[config.mk]
export PLATFORM = sky130hd
export DESIGN_NAME = dma_chan_status
export DESIGN_NICKNAME = d
export VERILOG_FILES = /design/src/rtl/dcs_pkg.sv /design/src/rtl/dcs_flag_bank.sv /design/src/rtl/dcs_chan_gate.sv /design/src/rtl/dma_chan_status.sv
export SDC_FILE = /design/constraint.sdc
export NUM_CORES = 1
export LEC_CHECK = 0
export BUFFER_PORTS_ARGS = -buffer_cell sky130_fd_sc_hd__buf_2
export CORE_AREA = 3 3 64 54
export DETAILED_ROUTE_END_ITERATION = 10
export DIE_AREA = 0 0 67 57
export MAX_ROUTING_LAYER = met4
export PLACE_DENSITY = 0.81
export SLEW_MARGIN = 20
export SYNTH_ARGS = -nofsm -noshare
export SYNTH_HDL_FRONTEND = slang
export SYNTH_SLANG_ARGS = --single-unit
[constraint.sdc]
create_clock -name clk -period 1.2 [get_ports clk]
set_input_delay 0.12 -clock clk [delete_from_list [all_inputs] [get_ports clk]]
set_output_delay 0.12 -clock clk [all_outputs]
set_load 0.01 [all_outputs]
[src/rtl/dcs_pkg.sv]
package dcs_pkg;
    localparam int unsigned NCH      = 4;
    localparam int unsigned REG_W    = 32;
    localparam int unsigned N_STICKY = 5;
    localparam int unsigned N_GROUPS = 7;

    typedef enum int unsigned {
        G_TC   = 0,
        G_EOT  = 1,
        G_ERR  = 2,
        G_IREQ = 3,
        G_XREQ = 4,
        G_BUSY = 5,
        G_SG   = 6
    } grp_e;

    // Register bits are numbered from the MSB; convert to a vector index.
    function automatic int unsigned reg_pos(int unsigned grp, int unsigned ch);
        return REG_W - 1 - (grp * NCH + ch);
    endfunction
endpackage

[src/rtl/dcs_flag_bank.sv]
module dcs_flag_bank #(
    parameter int unsigned W = 4
) (
    input  logic         clk,
    input  logic         rst,
    input  logic [W-1:0] set_i,
    input  logic [W-1:0] clr_i,
    output logic [W-1:0] q_o
);
    logic [W-1:0] q;

    // set has priority over clear so no event is lost
    always_ff @(posedge clk) begin
        if (rst) q <= '0;
        else     q <= (q & ~clr_i) | set_i;
    end

    assign q_o = q;

    for (genvar i = 0; i < W; i++) begin : g_chk
        a_r5_set_wins: assert property (@(posedge clk) disable iff (rst)
            set_i[i] |=> q[i]);
        a_r4_clear: assert property (@(posedge clk) disable iff (rst)
            (clr_i[i] && !set_i[i]) |=> !q[i]);
        a_r3_sticky: assert property (@(posedge clk) disable iff (rst)
            (!clr_i[i] && !set_i[i]) |=> $stable(q[i]));
    end
endmodule

[src/rtl/dcs_chan_gate.sv]
module dcs_chan_gate (
    input  logic clk,
    input  logic rst,
    input  logic blk_set,
    input  logic blk_pend,
    input  logic sg_live,
    output logic run_ok,
    output logic paused
);
    logic paused_q;

    always_ff @(posedge clk) begin
        if (rst) paused_q <= 1'b0;
        else     paused_q <= (sg_live & blk_set) | (paused_q & blk_pend);
    end

    assign paused = paused_q;
    assign run_ok = ~blk_pend & ~paused_q;

    a_r10_needs_sg: assert property (@(posedge clk) disable iff (rst)
        $rose(paused_q) |-> $past(sg_live));
    a_r10_holds: assert property (@(posedge clk) disable iff (rst)
        (paused_q && blk_pend) |=> paused_q);
    a_r10_releases: assert property (@(posedge clk) disable iff (rst)
        (!blk_set && !blk_pend) |=> !paused_q);
endmodule

[src/rtl/dma_chan_status.sv]
module dma_chan_status
    import dcs_pkg::*;
(
    input  logic             clk,
    input  logic             rst,
    input  logic             wr_en,
    input  logic [REG_W-1:0] wr_data,
    output logic [REG_W-1:0] rd_data,
    input  logic [NCH-1:0]   tc_evt,
    input  logic [NCH-1:0]   eot_evt,
    input  logic [NCH-1:0]   eot_dis,
    input  logic [NCH-1:0]   err_evt,
    input  logic [NCH-1:0]   ireq_evt,
    input  logic [NCH-1:0]   xreq_evt,
    input  logic [NCH-1:0]   busy_live,
    input  logic [NCH-1:0]   sg_live,
    output logic [NCH-1:0]   run_ok,
    output logic [NCH-1:0]   sg_paused
);
    localparam int unsigned USED_BITS = N_GROUPS * NCH;

    logic [NCH-1:0] set_g [N_STICKY];
    logic [NCH-1:0] clr_g [N_STICKY];
    logic [NCH-1:0] q_g   [N_STICKY];
    logic [NCH-1:0] blk_set, blk_pend;

    always_comb begin
        set_g[G_TC]   = tc_evt;
        set_g[G_EOT]  = eot_evt & ~eot_dis;
        set_g[G_ERR]  = err_evt;
        set_g[G_IREQ] = ireq_evt;
        set_g[G_XREQ] = xreq_evt;
    end

    // write-one-to-clear decode, MSB-first bit numbering
    always_comb begin
        for (int g = 0; g < N_STICKY; g++)
            for (int n = 0; n < NCH; n++)
                clr_g[g][n] = wr_en & wr_data[reg_pos(g, n)];
    end

    for (genvar g = 0; g < N_STICKY; g++) begin : g_bank
        dcs_flag_bank #(.W(NCH)) u_bank (
            .clk  (clk),
            .rst  (rst),
            .set_i(set_g[g]),
            .clr_i(clr_g[g]),
            .q_o  (q_g[g])
        );
    end

    assign blk_set  = set_g[G_TC] | set_g[G_EOT] | set_g[G_ERR];
    assign blk_pend = q_g[G_TC] | q_g[G_EOT] | q_g[G_ERR];

    for (genvar n = 0; n < NCH; n++) begin : g_gate
        dcs_chan_gate u_gate (
            .clk     (clk),
            .rst     (rst),
            .blk_set (blk_set[n]),
            .blk_pend(blk_pend[n]),
            .sg_live (sg_live[n]),
            .run_ok  (run_ok[n]),
            .paused  (sg_paused[n])
        );
    end

    always_comb begin
        rd_data = '0;
        for (int g = 0; g < N_STICKY; g++)
            for (int n = 0; n < NCH; n++)
                rd_data[reg_pos(g, n)] = q_g[g][n];
        for (int n = 0; n < NCH; n++) begin
            rd_data[reg_pos(G_BUSY, n)] = busy_live[n];
            rd_data[reg_pos(G_SG, n)]   = sg_live[n];
        end
    end

    initial begin
        a_r2_fits: assert (USED_BITS <= REG_W);
    end

    for (genvar n = 0; n < NCH; n++) begin : g_chk
        a_r6_eot_masked: assert property (@(posedge clk) disable iff (rst)
            (eot_dis[n] && !q_g[G_EOT][n]) |=> !q_g[G_EOT][n]);
        a_r9_err_blocks: assert property (@(posedge clk) disable iff (rst)
            q_g[G_ERR][n] |-> !run_ok[n]);
        a_r9_tc_blocks: assert property (@(posedge clk) disable iff (rst)
            q_g[G_TC][n] |-> !run_ok[n]);
        a_r10_pause_blocks: assert property (@(posedge clk) disable iff (rst)
            sg_paused[n] |-> !run_ok[n]);
    end
endmodule

==> out/qor.txt <==
Die X = 67 um
Cell area after synthesis = 0.00105 mm2
Final Non-Filler Cells = 234
Fin crit period = 1.16 ns
Post-synthesis simple-gate area fraction = 20.4%
Clk_skew = 0.00133 ns
Global route overflow = 0
I/O Buffers = 82
Finish-stage setup viols = 0
Power Density = 1230 mW/mm2
Crit-path max cell delay = 0.34 ns
Largest family of logic cells by synthesized area = simple AND/OR/NAND/NOR gates
Int Pwr = 1.31 mW
Commonest non-fill, non-tap cells in the layout = buf_2, nand2_1, a21oi_1, nor2_1, dfxtp_1
Logic pwr share = 18.8%
# diodes = 0
I/O pins = 107
Final #Nets = 264
Compound-gate portion of the synthesized area = 16.2%
Post-synthesis adder-cell area fraction = 0%
Number of H-tree levels = 1
Mux contribution to synthesized area = 0%
Worst Hold Class = in2reg
Reg clk slew, reported paths = 0.08 ns
Net Switching = 447 uW
CTS tree = built
Core area = 0.00281 mm2
Routed WL per cell = 11.6 um
Post-Route Setup TNS = 0 ns
Part of the power in registers = 51.6%
Xor/xnor share of the synthesized area = 0%
Sequential share of the synthesized area = 45.6%
Classification of the worst setup path = reg2out
Hold Worst Slack = 0.0634 ns
CTS Root Cell = clkbuf_8
Vias per cell = 4.60
Vias = 1077
CTS Buf Count = 3
Most common cell after layout, fill and taps aside = buf_2
Initial antenna violation count = 0
Max Clk Rate = 865 MHz
Placed Cells = 230
Largest net degree at the start of global routing = 21
Max Cap Violations = 0
CP required = 1.08 ns
First-pass GRT wire length = 4060 um
Dpl cell area = 0.00135 mm2
Post-Layout Inst Area = 0.00143 mm2
Pins Over Slew Limit = 0
Std-Cell Rows = 17
Worst Setup End Kind = output port
Ratio of cells with drive above 1 in the final layout = 48.0%
Yosys cell types = 13
Cells after synthesis = 130
Maximum vdd drop = 0.666 mV
CP Max Fanout = 4
Post-CTS Setup Repair Bufs = 0
Final hold vios = 0
Clock share of power = 29.6%
DP HPWL = 2130 um
Final period utilization = 96.3%
Number of global-route vias before repair = 906
Clock Latency Late Sink = 0.26 ns
Clk sinks = 24
Leakage Power = 0.757 nW
Clock buffer depth = 2
Run status = finished, final reports clean
Die H = 57 um
Post-CTS Hold Fix Bufs = 0
Crit path DAT = 1.04 ns
Die area = 0.00382 mm2
Syn Area/Cell = 8.10 um2
Final core utilization = 51.0%
CP cell instances = nor4_1 > buf_2
Fillers = 312
P&R area growth vs syn = 36.0%
DR pass1 iterations = 4
Worst path slowest cell = dfxtp_1
Crit path launch type = flop
Routed Antenna Nets = 0
Gp weighted congestion = 0.635
Total GRT Usage = 14.1%
DRT iter0 DRCs = 49
RSZ-0062 raised after global routing = yes
Reg area = 487 um2
Switching share of total power = 25.4%
Residual DRC count = 0
Resize count post-CTS = 0
Final wirelength = 2720 um
Synth Register Bits = 24
Starting density of the core = 37.5%
Ys Warns = 0
Multi-input logic area = 422 um2
## Yosys cell counts (all sizes together)
master   n  share of area [%]
buf     22                 16
o311ai   8                6.7
conb     1               0.36
nor2b    4                2.4
nand2   24                8.6
inv      1               0.36
nor2    20                7.1
nor4     4                2.4
a21oi   20                9.5
clkbuf   2               0.71
dfxtp   24                 46
## state kept, by name (all words and copies together) (netlist names)
| signal | cells |
|---|---|
| g_bank.u_bank.q_o | 20 |
| g_gate.u_gate.paused | 4 |
## power groups by stage
stage,Combinational [mW],Sequential [mW],Clock [mW]
after floorplan,0.200,0.933,0
after global placement,0.325,0.915,0
after detailed placement,0.329,0.916,0
after CTS,0.330,0.898,0.551
after global routing,0.369,0.919,0.590
final,0.332,0.908,0.522
## cells by family after synthesis
| family | count (synthesis) |
|---|---|
| compound gates | 28 |
| buf+inv | 25 |
| flops | 24 |
| other cells | 1 |
| simple gates | 52 |
## per-layer routing
| layer | global-route usage (%) | part of all wire, % |
|---|---|---|
| met4 | 2.89 | 0.62 |
| met1 | 16.9 | 43 |
| met2 | 22.7 | 48 |
| met3 | 5.12 | 9.2 |
| met5 | - | 0 |
## final cells by class
cell class / count / area share, %
Sequential cell: 24 / 34.0
Multi-Input combinational cell: 84 / 29.4
Clock buffer: 4 / 3.84
Timing Repair Buffer: 83 / 29.2
Tap cell: 38 / 3.32
Inverter: 1 / 0.262
## critical path, delay by kind of cell, from the launching register on
family | cells | cell delay [ns]
simple gates | 1 | 0.26
buf+inv | 1 | 0.17
flops | 1 | 0.34
## path summary, 6_finish.rpt
check | startpoint | to | slack [ns] | cells after the start
max | g_bank[2].u_bank.q_o[1] | run_ok[1] | 0.04 | 2
min | ireq_evt[1] | g_bank[3].u_bank.q_o[1] | 0.06 | 3
max reg2reg | g_bank[2].u_bank.q_o[0] | g_gate[0].u_gate.paused | 0.30 | 2
min reg2reg | g_bank[4].u_bank.q_o[0] | g_bank[4].u_bank.q_o[0] | 0.49 | 2
## per-stage QoR
stage / power (mW) / setup WS [ns]
after global routing: 1.88 / -0.0201
final: 1.76 / 0.0444
after global placement: 1.24 / 0.272
after floorplan: 1.13 / 0.328
after CTS: 1.78 / 0.0108
after detailed placement: 1.25 / 0.282
(Power assumes the default switching activity.)
